**src/rtl/rxws_pkg.sv**
```systemverilog
package rxws_pkg;
    localparam int BYTE_W = 8;
    typedef logic [BYTE_W-1:0] byte_t;
    typedef enum logic [1:0] {
        LANES_NONE = 2'b00,
        LANES_LO   = 2'b01,
        LANES_BOTH = 2'b11
    } lanes_e;
endpackage

```
**src/rtl/rxws_xfer_track.sv**
```systemverilog
// Tracks position within a transfer and decides acceptance and end.
module rxws_xfer_track #(
    parameter int LEN_W = 4
) (
    input  logic             clk,
    input  logic             rst_n,
    input  logic             cfg_load,
    input  logic [LEN_W-1:0] cfg_len,
    input  logic             in_valid,
    input  logic             in_last,
    output logic             active,
    output logic [LEN_W-1:0] offset,
    output logic             accept,
    output logic             final_byte
);
    typedef struct packed {
        logic             active;
        logic [LEN_W-1:0] offset;
        logic [LEN_W-1:0] len;
    } trk_t;

    trk_t trk_d, trk_q;

    always_comb begin
        trk_d      = trk_q;
        accept     = in_valid && trk_q.active && !cfg_load;
        final_byte = accept &&
                     (in_last || (trk_q.offset == trk_q.len - LEN_W'(1)));
        if (cfg_load) begin
            trk_d.active = (cfg_len != '0);
            trk_d.offset = '0;
            trk_d.len    = cfg_len;
        end else if (accept) begin
            trk_d.offset = trk_q.offset + LEN_W'(1);
            if (final_byte) begin
                trk_d.active = 1'b0;
            end
        end
    end

    always_ff @(posedge clk or negedge rst_n) begin
        if (!rst_n) begin
            trk_q <= '0;
        end else begin
            trk_q <= trk_d;
        end
    end

    assign active = trk_q.active;
    assign offset = trk_q.offset;
endmodule

```
**src/rtl/rxws_parity_class.sv**
```systemverilog
// Decides whether a byte opens a word from its address parity.
module rxws_parity_class (
    input  logic start_lsb,
    input  logic offset_lsb,
    input  logic grp_odd,
    output logic opener
);
    logic addr_lsb;
    assign addr_lsb = start_lsb ^ offset_lsb;
    assign opener   = (addr_lsb == grp_odd);
endmodule

```
**src/rtl/rxws_hold_emit.sv**
```systemverilog
// Holds an opening byte and forms single or paired buffer writes.
module rxws_hold_emit #(
    parameter int IDX_W = 5
) (
    input  logic                 clk,
    input  logic                 rst_n,
    input  logic                 flush,
    input  logic                 swap_en,
    input  logic                 accept,
    input  logic                 final_byte,
    input  logic                 opener,
    input  rxws_pkg::byte_t      din,
    input  logic [IDX_W-1:0]     din_idx,
    output logic [1:0]           wr_be,
    output logic [IDX_W-1:0]     wr_idx,
    output rxws_pkg::byte_t      wr_lo,
    output rxws_pkg::byte_t      wr_hi,
    output logic                 wr_last,
    output logic                 held_v
);
    import rxws_pkg::*;

    typedef struct packed {
        logic             held_v;
        byte_t            held_data;
        logic [IDX_W-1:0] held_idx;
        lanes_e           be;
        logic [IDX_W-1:0] idx;
        byte_t            lo;
        byte_t            hi;
        logic             last;
    } st_t;

    st_t st_d, st_q;

    always_comb begin
        st_d      = st_q;
        st_d.be   = LANES_NONE;
        st_d.lo   = '0;
        st_d.hi   = '0;
        st_d.last = 1'b0;
        if (flush) begin
            st_d.held_v = 1'b0;
        end else if (accept) begin
            if (swap_en && st_q.held_v) begin
                // partner closes the word: exchanged positions
                st_d.be     = LANES_BOTH;
                st_d.idx    = st_q.held_idx;
                st_d.lo     = din;
                st_d.hi     = st_q.held_data;
                st_d.last   = final_byte;
                st_d.held_v = 1'b0;
            end else if (swap_en && opener && !final_byte) begin
                st_d.held_v    = 1'b1;
                st_d.held_data = din;
                st_d.held_idx  = din_idx;
            end else begin
                st_d.be   = LANES_LO;
                st_d.idx  = din_idx;
                st_d.lo   = din;
                st_d.last = final_byte;
            end
        end
    end

    always_ff @(posedge clk or negedge rst_n) begin
        if (!rst_n) begin
            st_q <= '{held_v: 1'b0, held_data: '0, held_idx: '0,
                      be: LANES_NONE, idx: '0, lo: '0, hi: '0, last: 1'b0};
        end else begin
            st_q <= st_d;
        end
    end

    assign wr_be   = st_q.be;
    assign wr_idx  = st_q.idx;
    assign wr_lo   = st_q.lo;
    assign wr_hi   = st_q.hi;
    assign wr_last = st_q.last;
    assign held_v  = st_q.held_v;
endmodule

```
**src/rtl/rx_word_swap.sv**
```systemverilog
module rx_word_swap #(
    parameter int REG_W = 8,
    parameter int LEN_W = 4,
    parameter int IDX_W = 5
) (
    input  logic             clk,
    input  logic             rst_n,
    input  logic             cfg_load,
    input  logic             cfg_swap,
    input  logic             cfg_grp,
    input  logic [REG_W-1:0] cfg_start_reg,
    input  logic [LEN_W-1:0] cfg_len,
    input  logic [IDX_W-1:0] cfg_base,
    input  logic             in_valid,
    input  logic [7:0]       in_data,
    input  logic             in_last,
    output logic [1:0]       wr_be,
    output logic [IDX_W-1:0] wr_idx,
    output logic [7:0]       wr_data_lo,
    output logic [7:0]       wr_data_hi,
    output logic             wr_last
);
    typedef struct packed {
        logic             swap;
        logic             grp;
        logic             start_lsb;
        logic [IDX_W-1:0] base;
    } cfg_t;

    cfg_t cfg_d, cfg_q;

    logic             xfer_active;
    logic [LEN_W-1:0] xfer_offset;
    logic             accept;
    logic             final_byte;
    logic             opener;
    logic             held_v;
    logic [IDX_W-1:0] byte_idx;
    logic             unused_addr_hi;

    // only the address parity steers pairing
    assign unused_addr_hi = ^cfg_start_reg[REG_W-1:1];

    always_comb begin
        cfg_d = cfg_q;
        if (cfg_load) begin
            cfg_d.swap      = cfg_swap;
            cfg_d.grp       = cfg_grp;
            cfg_d.start_lsb = cfg_start_reg[0];
            cfg_d.base      = cfg_base;
        end
    end

    always_ff @(posedge clk or negedge rst_n) begin
        if (!rst_n) begin
            cfg_q <= '0;
        end else begin
            cfg_q <= cfg_d;
        end
    end

    assign byte_idx = cfg_q.base + IDX_W'(xfer_offset);

    rxws_xfer_track #(.LEN_W(LEN_W)) u_track (
        .clk        (clk),
        .rst_n      (rst_n),
        .cfg_load   (cfg_load),
        .cfg_len    (cfg_len),
        .in_valid   (in_valid),
        .in_last    (in_last),
        .active     (xfer_active),
        .offset     (xfer_offset),
        .accept     (accept),
        .final_byte (final_byte)
    );

    rxws_parity_class u_class (
        .start_lsb  (cfg_q.start_lsb),
        .offset_lsb (xfer_offset[0]),
        .grp_odd    (cfg_q.grp),
        .opener     (opener)
    );

    rxws_hold_emit #(.IDX_W(IDX_W)) u_emit (
        .clk        (clk),
        .rst_n      (rst_n),
        .flush      (cfg_load),
        .swap_en    (cfg_q.swap),
        .accept     (accept),
        .final_byte (final_byte),
        .opener     (opener),
        .din        (in_data),
        .din_idx    (byte_idx),
        .wr_be      (wr_be),
        .wr_idx     (wr_idx),
        .wr_lo      (wr_data_lo),
        .wr_hi      (wr_data_hi),
        .wr_last    (wr_last),
        .held_v     (held_v)
    );
endmodule

```
**config.mk**
```make
export PLATFORM = sky130hd
export DESIGN_NAME = rx_word_swap
export DESIGN_NICKNAME = d
export VERILOG_FILES = /design/src/rtl/rxws_pkg.sv /design/src/rtl/rxws_xfer_track.sv /design/src/rtl/rxws_parity_class.sv /design/src/rtl/rxws_hold_emit.sv /design/src/rtl/rx_word_swap.sv
export SDC_FILE = /design/constraint.sdc
export NUM_CORES = 1
export LEC_CHECK = 0
export BUFFER_PORTS_ARGS = -buffer_cell sky130_fd_sc_hd__buf_2
export CAP_MARGIN = 20
export CELL_PAD_IN_SITES_DETAIL_PLACEMENT = 0
export CELL_PAD_IN_SITES_GLOBAL_PLACEMENT = 1
export CORE_ASPECT_RATIO = 0.6
export CORE_MARGIN = 5
export CORE_UTILIZATION = 44
export CTS_BUF_LIST = sky130_fd_sc_hd__clkbuf_4 sky130_fd_sc_hd__clkbuf_8
export DETAILED_ROUTE_END_ITERATION = 16
export PLACE_DENSITY_LB_ADDON = 0.05
export SLEW_MARGIN = 0
export SYNTH_ARGS = -nofsm -noshare
export SYNTH_HDL_FRONTEND = slang
export SYNTH_SLANG_ARGS = --single-unit
export TNS_END_PERCENT = 1
```
**constraint.sdc**
```tcl
create_clock -name clk -period 2.5 [get_ports clk]
set_input_delay 0.625 -clock clk [delete_from_list [all_inputs] [get_ports clk]]
set_output_delay 0.625 -clock clk [all_outputs]
set_load 0.02 [all_outputs]
```
==> results.md <==
- For the final database, setup skew stands at 0.00693 ns.
- The number of nets in the synthesized netlist is 251.
- After detailed routing, the total wire length is 4850 um.
- The count of instances resized after the clock tree is built is 0.
- The setup TNS is 0 ns.
- STA classifies the critical path endpoint as a flip-flop.
- The per-cell routed wire length is 14.9 um.
- Yosys mapped the design onto 33 distinct sky130hd cell types.
- Measured against its own limit, the worst slew margin works out to 0.650.
- The flow ran to the end, and the final reports show no timing, DRC or antenna violations.
- The count of nets left with antenna violations once routing finished came out at 0.
- For this configuration, the core starts out at a cell density of 0.455.
- Setup violations remaining at the end of the flow were counted as 0.
- The cell area after synthesis is 2550 sq um.
- The antenna diode instance count is 0.
- A synthesized cell averages 12.0 sq um.
- The total placed cells including tap cells is 317.
- Compared with the post-synthesis result, the final layout area differs by 11.3%.
- Setup repair after global routing left no endpoint under its margin.
- For this run, the number of Yosys warnings is 0.
- The proportion of synthesized chip area in sequential cells is 0.541.
- The post-cts hold buffer count is 0.
- The number of pins with negative max-slew slack in the final report is 0.
- In the final layout, the share of cells above drive strength 1 is 0.343.
- The cell chosen for the clock root is sky130_fd_sc_hd__clkbuf_8.
- The data required time at the worst endpoint is 2.70 ns.
- The area of the core region is 5600 sq um.
- The post-synthesis cell count is 212.
- The clock drives 55 sinks.
- Global routing finished with a remaining overflow of 0.
- The CTS buffer count is 5.
- The leading register cell type out of synthesis is sky130_fd_sc_hd__dfrtp_1.
- TritonCTS built the clock tree.
- For this run, design rule violations remaining after detail routing come to 0.
- The number of design-rule violations left by the first detailed-router iteration is 70.
- The wire length of the first global-routing pass is 8040 um.
- Pin placement for this block handled 56 I/O pins.
- The post-detailed-placement cell area is 2720 sq um.
- Summing all non-filler instances in the final layout gives an area of 2830 sq um.
- Of all flip-flops after synthesis, the portion carrying an async set or reset was 1.00.
- The routed design uses 2050 um of met2 wire.
- For this block, wires on met1 add up to 2480 um.
- The sort of element at the start of the critical path is a flip-flop.
- Entering global routing, the biggest net connects 23 pins.
- The kind of critical path is reg -> reg.
- The number of synthesized flops with an enable pin is 0.
- The H-tree depth is 2.
- The number of hold-slack violations in the final timing report was 0.
- The floorplan row count is 21.
- The latest clock arrival within the worst-skew pair is 0.31 ns.
- The number of global-route vias before repair is 1636.
- Across the run, the number of max-cap violations was 0.
- Wire segments on met3 add up to 283 um in the final route.
- The tightest min-delay check is of the in -> async type.
- The data arrival time of the worst path is 2.53 ns.
- In this run the deepest clock path goes through 2 buffers.
- The HPWL after detailed placement is 3640 um.
- The actual slew at the worst max-slew pin is 0.526 ns.
- The full die area is 7460 sq um.
- The areal power density over the cells is 760 nW/um^2.
- The synthesized flop and latch total is 55.
- Along the worst path, the maximum fanout reaches 14.
- The number of iterations in the first detailed-routing pass is 5.
- The routed layout has 1559 vias.
- Counting the fill cells in the layout gives 513.
- In the final design database the tool counted 283 nets.
- Static timing analysis puts the maximum clock frequency at 430 MHz.
- The leakage power summed over all cells is 0.00146 uW.
- The initial antenna violation count came to 0.
- Routability-driven placement finished with a final weighted congestion of 0.776.
- The final worst-path cycle share is 0.931.
- Across the VDD grid, the largest voltage drop is 0.268 mV.
- The total of buffers placed on input and output ports is 48.
- The tightest hold path in the finished design has a slack of 0.254 ns.
- The clock period minus final worst setup slack is 2.33 ns.
- The number of buffers inserted by post-CTS setup repair is 0.
- The overall track demand over capacity in global routing is 0.144.
- After clock tree synthesis, the clock-pin slew on the worst setup and hold paths is 0.10 ns.
- Measured along the x axis, the die boundary spans 108 um.
- The final cell count without fillers is 325.
- The top routing layer in use is met4.
- In the routed layout, each cell is associated on average with a via count of 4.80.
- The height of the chip is 68.9 um.
worst max-delay path, cell delays in order, from the launching register on:
cell	delay, ns
sky130_fd_sc_hd__dfrtp_1	0.40
sky130_fd_sc_hd__inv_1	0.07
sky130_fd_sc_hd__ha_1	0.30
sky130_fd_sc_hd__xnor2_1	0.20
sky130_fd_sc_hd__nor4_1	0.11
sky130_fd_sc_hd__or4_4	0.46
sky130_fd_sc_hd__nor2_8	0.30
sky130_fd_sc_hd__mux2_2	0.38
cells in the final DEF, fill, tap and decap left out, drive strengths merged, types with 2 or more instances in the layout:
cell     n
nand3    9
a21oi    5
xnor2   10
ha       6
xor2     3
mux2    21
clkbuf   5
and2     9
a21o     2
o41a     2
inv     11
dfrtp   55
a31oi    4
o21ai    6
buf     54
nor2    12
nand2   11
and3     8
layout make-up:
cell class              count  area (sq um)  share of cell area
well taps                  80           100              0.0353
multi-input cells         118           918               0.324
clock inverters             3          47.5              0.0168
clock buffers               5          68.8              0.0243
inverters                  10          37.5              0.0132
flip-flops and latches     55          1380               0.486
repair buffers             54           285               0.101
path summary, 6_finish.rpt:
check	slack [ns]	endpoint	startpoint	depth (start not counted)
setup / recovery	0.17	u_emit.st_q[29]	u_track.trk_q[0]	7
hold / removal	0.25	u_emit.wr_lo[2]	rst_n	1
setup reg to reg	0.17	u_emit.st_q[29]	u_track.trk_q[0]	7
hold reg to reg	0.49	u_emit.st_q[31]	u_emit.st_q[31]	1
max in group asynchronous	1.59	u_track.offset[3]	rst_n	2
min in group clk	0.49	u_emit.st_q[31]	u_emit.st_q[31]	1
synthesized netlist by cell type (4+ instances only):
| library cell | number | area share |
|---|---|---|
| sky130_fd_sc_hd__a21oi_1 | 5 | 0.0098 |
| sky130_fd_sc_hd__a31oi_1 | 4 | 0.0098 |
| sky130_fd_sc_hd__and2_1 | 9 | 0.022 |
| sky130_fd_sc_hd__and3_1 | 8 | 0.020 |
| sky130_fd_sc_hd__buf_4 | 23 | 0.068 |
| sky130_fd_sc_hd__dfrtp_1 | 55 | 0.54 |
| sky130_fd_sc_hd__ha_1 | 6 | 0.029 |
| sky130_fd_sc_hd__inv_1 | 10 | 0.015 |
| sky130_fd_sc_hd__mux2_2 | 11 | 0.049 |
| sky130_fd_sc_hd__mux2_4 | 8 | 0.047 |
| sky130_fd_sc_hd__nand2_1 | 11 | 0.016 |
| sky130_fd_sc_hd__nand3_1 | 9 | 0.018 |
| sky130_fd_sc_hd__nor2_1 | 11 | 0.016 |
| sky130_fd_sc_hd__o21ai_0 | 6 | 0.012 |
| sky130_fd_sc_hd__xnor2_1 | 10 | 0.034 |
layer usage:
metal / GRT usage / vias up
met4: 0.0425 / 0
met3: 0.0437 / 4
met5: 0 / -
li1: - / 755
met1: 0.203 / 762
met2: 0.214 / 38
metrics by stage:
stage | worst slack (ns) | power (uW) | util
floorplan | 0.394 | 1470 | -
detailed placement | 0.173 | 1570 | 0.486
finish | 0.174 | 2150 | 0.506
CTS | 0.155 | 2180 | 0.506
global placement | 0.224 | 1550 | 0.486
global route | 0.0680 | 2280 | 0.506
cells by family after synthesis:
| kind of cell | count (synthesis) | share of synthesized area |
|---|---|---|
| mux | 22 | 0.109 |
| xor+xnor | 13 | 0.0447 |
| simple gates | 53 | 0.111 |
| flops | 55 | 0.541 |
| fa+ha+maj | 7 | 0.0373 |
| compound gates | 23 | 0.0590 |
| buf+inv | 39 | 0.0988 |
power breakdown:
group | total [uW] | leakage [uW] | internal [uW] | switching, uW
Combinational | 432 | 0.000698 | 222 | 210
Clock | 604 | 0.0000587 | 304 | 300
Sequential | 1120 | 0.000705 | 1040 | 81.8
registers in the layout, summed over array words and instances (netlist names), 2 cells and up:
| name | flops |
|---|---|
| u_track.offset | 4 |
| u_emit.wr_lo | 8 |
| u_emit.wr_hi | 8 |
| u_emit.wr_be | 2 |
| u_emit.wr_idx | 5 |
| u_emit.st_q | 13 |
| cfg_q | 8 |
| u_track.trk_q | 4 |
Note: power is estimated with default switching activity, not from simulation.
